### src/rtl/ctr_src_pkg.sv
package ctr_src_pkg;
   localparam int unsigned CHANS_PER_CHIP = 3;
   localparam int unsigned MAX_RATES      = 5;

   typedef enum logic [4:0] {
      CK_PIN   = 5'd0,
      CK_PREV  = 5'd6,
      CK_EXT   = 5'd7,
      CK_HIGH  = 5'd8,
      CK_LOW   = 5'd9,
      CK_PAT   = 5'd10,
      CK_REF   = 5'd11
   } clk_code_e;

   typedef enum logic [4:0] {
      GT_ON    = 5'd0,
      GT_OFF   = 5'd1,
      GT_PIN   = 5'd2,
      GT_NOUT2 = 5'd3,
      GT_NPIN  = 5'd6,
      GT_OUT2  = 5'd7,
      GT_PAT   = 5'd8,
      GT_OCC   = 5'd9,
      GT_GONE  = 5'd10,
      GT_NPAT  = 5'd11,
      GT_NOCC  = 5'd12,
      GT_NGONE = 5'd13
   } gate_code_e;
endpackage

### src/rtl/ctr_rate_gen.sv
module ctr_rate_gen #(
   parameter int unsigned FIRST_DIV   = 2,
   parameter int unsigned DECADE_DIV  = 10,
   parameter int unsigned NUM_DECADES = 4,
   localparam int unsigned NUM_RATES  = NUM_DECADES + 1
) (
   input  logic                 clk_i,
   input  logic                 rst_n_i,
   output logic [NUM_RATES-1:0] tick_o
);
   logic [NUM_RATES:0] chain;
   assign chain[0] = 1'b1;

   for (genvar i = 0; i < NUM_RATES; i++) begin : g_stage
      localparam int unsigned DIV = (i == 0) ? FIRST_DIV : DECADE_DIV;
      localparam int unsigned CW  = (DIV > 2) ? $clog2(DIV) : 1;
      logic [CW-1:0] cnt_q;
      logic          wrap;

      assign wrap = (cnt_q == CW'(DIV - 1));

      always_ff @(posedge clk_i or negedge rst_n_i) begin
         if (!rst_n_i)      cnt_q <= '0;
         else if (chain[i]) cnt_q <= wrap ? '0 : cnt_q + CW'(1);
      end

      assign chain[i+1] = chain[i] & wrap;
      assign tick_o[i]  = chain[i+1];
   end
endmodule

### src/rtl/ctr_pat_latch.sv
module ctr_pat_latch (
   input  logic clk_i,
   input  logic rst_n_i,
   input  logic pat_present_i,
   input  logic clr_i,
   output logic occ_o,
   output logic left_o
);
   always_ff @(posedge clk_i or negedge rst_n_i) begin
      if (!rst_n_i) begin
         occ_o  <= 1'b0;
         left_o <= 1'b0;
      end else if (clr_i) begin
         occ_o  <= 1'b0;
         left_o <= 1'b0;
      end else begin
         if (pat_present_i)           occ_o  <= 1'b1;
         if (occ_o && !pat_present_i) left_o <= 1'b1;
      end
   end
endmodule

### src/rtl/ctr_chan_mux.sv
module ctr_chan_mux
   import ctr_src_pkg::*;
#(
   parameter int unsigned CODE_W    = 5,
   parameter int unsigned NUM_RATES = 5,
   parameter bit          ENHANCED  = 1'b1
) (
   input  logic [CODE_W-1:0]    clk_sel_i,
   input  logic [CODE_W-1:0]    gat_sel_i,
   input  logic                 pin_clk_i,
   input  logic                 pin_gat_i,
   input  logic                 ext_clk_i,
   input  logic                 prev_out_i,
   input  logic                 prev2_out_i,
   input  logic [NUM_RATES-1:0] rate_tick_i,
   input  logic                 pat_present_i,
   input  logic                 pat_occ_i,
   input  logic                 pat_gone_n_i,
   output logic                 clk_o,
   output logic                 gate_o,
   output logic                 clk_oe_o,
   output logic                 gat_oe_o
);
   logic clk_base, gate_base, clk_ext, gate_ext;

   always_comb begin
      clk_base = 1'b0;
      case (clk_sel_i)
         CODE_W'(CK_PIN):  clk_base = pin_clk_i;
         CODE_W'(CK_PREV): clk_base = prev_out_i;
         CODE_W'(CK_EXT):  clk_base = ext_clk_i;
         default:          clk_base = 1'b0;
      endcase
      for (int r = 0; r < NUM_RATES; r++) begin
         if (clk_sel_i == CODE_W'(r + 1)) clk_base = rate_tick_i[r];
      end
   end

   always_comb begin
      case (gat_sel_i)
         CODE_W'(GT_ON):    gate_base = 1'b1;
         CODE_W'(GT_PIN):   gate_base = pin_gat_i;
         CODE_W'(GT_NOUT2): gate_base = ~prev2_out_i;
         default:           gate_base = 1'b0;
      endcase
   end

   if (ENHANCED) begin : g_enh
      always_comb begin
         case (clk_sel_i)
            CODE_W'(CK_HIGH): clk_ext = 1'b1;
            CODE_W'(CK_PAT):  clk_ext = pat_present_i;
            CODE_W'(CK_REF):  clk_ext = 1'b1;
            default:          clk_ext = 1'b0;
         endcase
      end
      always_comb begin
         case (gat_sel_i)
            CODE_W'(GT_NPIN):  gate_ext = ~pin_gat_i;
            CODE_W'(GT_OUT2):  gate_ext = prev2_out_i;
            CODE_W'(GT_PAT):   gate_ext = pat_present_i;
            CODE_W'(GT_OCC):   gate_ext = pat_occ_i;
            CODE_W'(GT_GONE):  gate_ext = pat_gone_n_i;
            CODE_W'(GT_NPAT):  gate_ext = ~pat_present_i;
            CODE_W'(GT_NOCC):  gate_ext = ~pat_occ_i;
            CODE_W'(GT_NGONE): gate_ext = ~pat_gone_n_i;
            default:           gate_ext = 1'b0;
         endcase
      end
   end else begin : g_base
      assign clk_ext  = 1'b0;
      assign gate_ext = 1'b0;
   end

   assign clk_o    = clk_base | clk_ext;
   assign gate_o   = gate_base | gate_ext;
   assign clk_oe_o = (clk_sel_i != CODE_W'(CK_PIN));
   assign gat_oe_o = (gat_sel_i != CODE_W'(GT_PIN));
endmodule

### src/rtl/ctr_src_router.sv
module ctr_src_router
   import ctr_src_pkg::*;
#(
   parameter int unsigned NUM_CHIPS   = 2,
   parameter int unsigned CODE_W      = 5,
   parameter int unsigned FIRST_DIV   = 2,
   parameter int unsigned DECADE_DIV  = 10,
   parameter int unsigned NUM_DECADES = 4,
   parameter bit          ENHANCED    = 1'b1,
   localparam int unsigned NCH        = NUM_CHIPS * CHANS_PER_CHIP,
   localparam int unsigned NUM_RATES  = NUM_DECADES + 1
) (
   input  logic                  clk_i,
   input  logic                  rst_n_i,
   input  logic [NCH*CODE_W-1:0] clk_sel_i,
   input  logic [NCH*CODE_W-1:0] gat_sel_i,
   input  logic [NCH-1:0]        clk_pin_i,
   input  logic [NCH-1:0]        gat_pin_i,
   input  logic [NUM_CHIPS-1:0]  ext_clk_i,
   input  logic [NCH-1:0]        ctr_out_i,
   input  logic                  pat_present_i,
   input  logic                  pat_clr_i,
   output logic [NCH-1:0]        cnt_clk_o,
   output logic [NCH-1:0]        cnt_gate_o,
   output logic [NCH-1:0]        clk_pin_oe_o,
   output logic [NCH-1:0]        gat_pin_oe_o
);
   if (NUM_CHIPS < 1) begin : g_chk_chips
      $error("ctr_src_router: NUM_CHIPS must be at least 1");
   end
   if (CODE_W < 4) begin : g_chk_code
      $error("ctr_src_router: CODE_W must be at least 4");
   end
   if (NUM_RATES > MAX_RATES) begin : g_chk_rates
      $error("ctr_src_router: at most four decade stages fit the code space");
   end
   if (FIRST_DIV < 2 || DECADE_DIV < 2) begin : g_chk_div
      $error("ctr_src_router: divide ratios must be at least 2");
   end

   logic [NUM_RATES-1:0] rate_tick;
   logic                 pat_occ, pat_left;

   ctr_rate_gen #(
      .FIRST_DIV  (FIRST_DIV),
      .DECADE_DIV (DECADE_DIV),
      .NUM_DECADES(NUM_DECADES)
   ) u_rates (
      .clk_i  (clk_i),
      .rst_n_i(rst_n_i),
      .tick_o (rate_tick)
   );

   ctr_pat_latch u_pat (
      .clk_i        (clk_i),
      .rst_n_i      (rst_n_i),
      .pat_present_i(pat_present_i),
      .clr_i        (pat_clr_i),
      .occ_o        (pat_occ),
      .left_o       (pat_left)
   );

   for (genvar chip = 0; chip < NUM_CHIPS; chip++) begin : g_chip
      localparam int unsigned PREV_CHIP = (chip + NUM_CHIPS - 1) % NUM_CHIPS;
      for (genvar k = 0; k < CHANS_PER_CHIP; k++) begin : g_ch
         localparam int unsigned C  = chip * CHANS_PER_CHIP + k;
         localparam int unsigned N1 = (k > 0) ? C - 1
                                              : PREV_CHIP * CHANS_PER_CHIP + 2;
         localparam int unsigned N2 = (k == 2) ? chip * CHANS_PER_CHIP
                                               : PREV_CHIP * CHANS_PER_CHIP + k + 1;
         ctr_chan_mux #(
            .CODE_W   (CODE_W),
            .NUM_RATES(NUM_RATES),
            .ENHANCED (ENHANCED)
         ) u_mux (
            .clk_sel_i    (clk_sel_i[C*CODE_W +: CODE_W]),
            .gat_sel_i    (gat_sel_i[C*CODE_W +: CODE_W]),
            .pin_clk_i    (clk_pin_i[C]),
            .pin_gat_i    (gat_pin_i[C]),
            .ext_clk_i    (ext_clk_i[chip]),
            .prev_out_i   (ctr_out_i[N1]),
            .prev2_out_i  (ctr_out_i[N2]),
            .rate_tick_i  (rate_tick),
            .pat_present_i(pat_present_i),
            .pat_occ_i    (pat_occ),
            .pat_gone_n_i (~pat_left),
            .clk_o        (cnt_clk_o[C]),
            .gate_o       (cnt_gate_o[C]),
            .clk_oe_o     (clk_pin_oe_o[C]),
            .gat_oe_o     (gat_pin_oe_o[C])
         );
      end
   end
endmodule

### config.mk
export PLATFORM = sky130hd
export DESIGN_NAME = ctr_src_router
export DESIGN_NICKNAME = d
export VERILOG_FILES = /design/src/rtl/ctr_src_pkg.sv /design/src/rtl/ctr_rate_gen.sv /design/src/rtl/ctr_pat_latch.sv /design/src/rtl/ctr_chan_mux.sv /design/src/rtl/ctr_src_router.sv
export SDC_FILE = /design/constraint.sdc
export NUM_CORES = 1
export LEC_CHECK = 0
export BUFFER_PORTS_ARGS = -buffer_cell sky130_fd_sc_hd__buf_2
export CAP_MARGIN = 30
export CORE_UTILIZATION = 35
export DETAILED_ROUTE_END_ITERATION = 12
export PLACE_DENSITY = 0.67
export SETUP_SLACK_MARGIN = 0.02
export SLEW_MARGIN = 30
export SYNTH_ARGS = -nofsm -noshare
export SYNTH_HDL_FRONTEND = slang
export SYNTH_SLANG_ARGS = --single-unit
### constraint.sdc
create_clock -name clk_i -period 2.8 [get_ports clk_i]
set_input_delay 0.28 -clock clk_i [delete_from_list [all_inputs] [get_ports clk_i]]
set_output_delay 0.28 -clock clk_i [all_outputs]
set_load 0.01 [all_outputs]
==> out/qor.csv <==
stage,metric,value,unit
status,run status,"finished, final reports clean",
route,total number of vias,2729,
floorplan,Die Area,7400,sq um
global_route,initial antenna violation count,0,
yosys,Synth cell types,47,
clock_tree,Post-CTS Resized,0,
clock_tree,CTS Buf Count,3,
setup_path,CP Class,flop to output pin,
yosys,syn_nets,437,
sta,fin crit period,2.48,ns
layout,layout cell share with drive strength beyond 1,27.8,%
clock_tree,clock buffer depth,2,
power_and_ir_drop,VDD IR-drop max,140,uV
floorplan,# IOs,108,
setup_path,CP Data Required Time,2.52,ns
clock_tree,Worst-path clk slew,0.07,ns
route,drt drc,0,
floorplan,Initial Utilization,36.4,%
placement,GP Congestion,0.886,
sta,max-slew violations,0,
global_route,"Remaining Overflow, GRT",0,
sta,"Hold Vio Cnt, Final",0,
layout,fin util,43.2,%
yosys,"flops & latches, synth",19,
placement,PortBufs,107,
hold_path,HP Class,input port to flop,
route,DR vias/cell,5.24,
yosys,"Seq/Total Area, Yosys",19.2,%
sta,Worst Skew,0.00310,ns
power_and_ir_drop,PD cells,250,nW/um^2
clock_tree,Num Clock Sinks,19,
yosys,post-synthesis async set-or-reset flop share,100,%
route,number of detailed-route iterations in the first pass,4,
yosys,average cell area after synthesis,7.00,sq um
global_route,first-pass GRT wire length,10.3,mm
route,DR WL/cell,12.2,um
floorplan,# rows,30,
yosys,count of flip-flops with a built-in enable after synthesis,0,
clock_tree,clk_lat worst skew,0.25,ns
sta,Worst Max-Slew Pin Slew,0.516,ns
clock_tree,CTS tree,done,
route,Initial DRC Count,86,
yosys,synth warn,0,
yosys,Gate Count Post-Synth,353,
clock_tree,Post-CTS Setup Inserts,0,
clock_tree,H-tree Lvls,1,
job,Max-cap violations,0,
floorplan,Die Ht,86.0,um
layout,nets,510,
setup_path,crit path max fanout,8,
setup_path,Startpoint Class,flop,
sta,relative slew slack,65.6,%
route,final WL,6.35,mm
sta,Fmax,0.404,GHz
global_route,GRT Resource Usage Total,16.8,%
global_route,number of global-route vias before repair,2358,
sta,unrepaired setup endpoints after global routing,no,
floorplan,die width,86.0,um
floorplan,core area,6790,sq um
sta,Final Cycle Share,88.5,%
setup_path,worst path arrival time,2.20,ns
placement,hpwl dp,5.15,mm
sta,setup TNS,0,ns
layout,ant diodes,0,
setup_path,CP Capture Type,output pin,
yosys,mapped cell area,2470,sq um
power_and_ir_drop,Leakage,0.00136,uW
layout,area growth from synthesis to layout,18.7,%
yosys,Main synth FF type,dfrtp_1,
route,Antenna Nets Post-Route,0,
sta,Setup-failing EPs final,0,
clock_tree,root buf cell,clkbuf_8,
global_route,largest net degree at the start of global routing,20,
## cell usage after synthesis (8+ instances only)
library cell	n	share of area (%)
nor3_1	14	2.8
nand2b_1	8	2.0
a21oi_1	22	4.5
buf_4	26	7.9
clkbuf_1	14	2.1
nand3_1	23	4.7
mux2i_1	14	5.7
nand2_1	32	4.9
o21ai_0	23	4.7
inv_1	24	3.6
dfrtp_1	19	19
a211oi_1	9	2.7
nor2_1	34	5.2
nand3b_1	10	3.0
## sequential cells by signal, indices dropped and copies added (netlist names)
| register | count |
|---|---|
| u_pat.left_o | 1 |
| u_pat.occ_o | 1 |
| u_rates.g_stage.cnt_q | 17 |
## where the power goes
group	switching [uW]	internal, uW	leakage, uW	total (uW)
clock network	88.9	101	0.0000228	190
logic	142	117	0.00109	259
registers	8.08	276	0.000249	284
total	239	494	0.00136	733
## metal layers
metal / track usage, % / up-vias / wire length (um)
met5: 0 / - / 0
met4: 6.21 / 0 / 123
met3: 1.83 / 10 / 339
met2: 28.4 / 88 / 2940
met1: 22.1 / 1231 / 2950
li1: - / 1400 / -
## worst max-delay path, cell delays in order, from the launching register on
cell and delay [ns]:
dfrtp_1 0.44, nand4bb_1 0.48, nor4_4 0.57, nand4_1 0.15, o211ai_1 0.13, buf_2 0.17
## final timing paths
check                      cells past startpoint                     endpoint                   startpoint  slack [ns]
max                                            5                 cnt_clk_o[3]  u_rates.g_stage[2].cnt_q[1]        0.32
max in group asynchronous                      2  u_rates.g_stage[2].cnt_q[0]                      rst_n_i        2.01
min in group asynchronous                      2  u_rates.g_stage[2].cnt_q[1]                      rst_n_i        0.49
min                                            2                  u_pat.occ_o                    pat_clr_i        0.18
max reg2reg                                    5  u_rates.g_stage[4].cnt_q[2]  u_rates.g_stage[2].cnt_q[1]        0.78
min reg2reg                                    1  u_rates.g_stage[4].cnt_q[0]  u_rates.g_stage[4].cnt_q[0]        0.52
## stage by stage
stage | total power (uW) | worst slack [ns] | hold slack (ns) | cells | cell area [sq um]
2_1_floorplan | 442 | 0.980 | -0.0156 | 353 | 2470
3_3_place_gp | 543 | 0.669 | 0.253 | 516 | 2880
3_5_place_dp | 547 | 0.619 | 0.244 | 516 | 2880
4_1_cts | 739 | 0.327 | 0.179 | 521 | 2940
5_1_grt | 783 | 0.204 | 0.175 | 521 | 2940
6_report | 733 | 0.322 | 0.180 | 521 | 2940
## cells by family after synthesis
kind of cell	synth area share (%)
flip-flops	19.2
buffers and inverters	13.7
XOR/XNOR	4.20
AND/OR/NAND/NOR	31.0
AO/OA/AOI/OAI	26.3
multiplexers	5.67
## layout make-up
cell class,instances,area [sq um]
fill,720,3860
tap,96,120
inverter,24,90.1
clock buffer,4,45.0
timing repair buffer,108,546
multi-input combinational,270,1660
sequential,19,475
## what timing repair did
action / 4_1_cts / 5_1_grt
endpoints found under the setup margin: 0 / 0
hold buffers: 1 / 0
hold endpoints to repair: 19 / 0
## cell usage in the layout, fill, tap and decap left out, types with 5 or more instances in the layout
cell      synthesis  final
nand3b_1         10     10
nand2b_1          8      8
nand3_1          23     23
o211ai_1          7      7
a211oi_1          9      9
mux2i_1          14     14
inv_1            24     24
o22ai_1           5      5
nor2_1           34     34
nand2_1          32     32
o221ai_1          5      5
nor3_1           14     14
a31oi_1           7      7
o21ai_0          23     23
xor2_1            6      6
buf_2             0    107
dfrtp_1          19     19
a21oi_1          22     22
(Power assumes the default switching activity.)
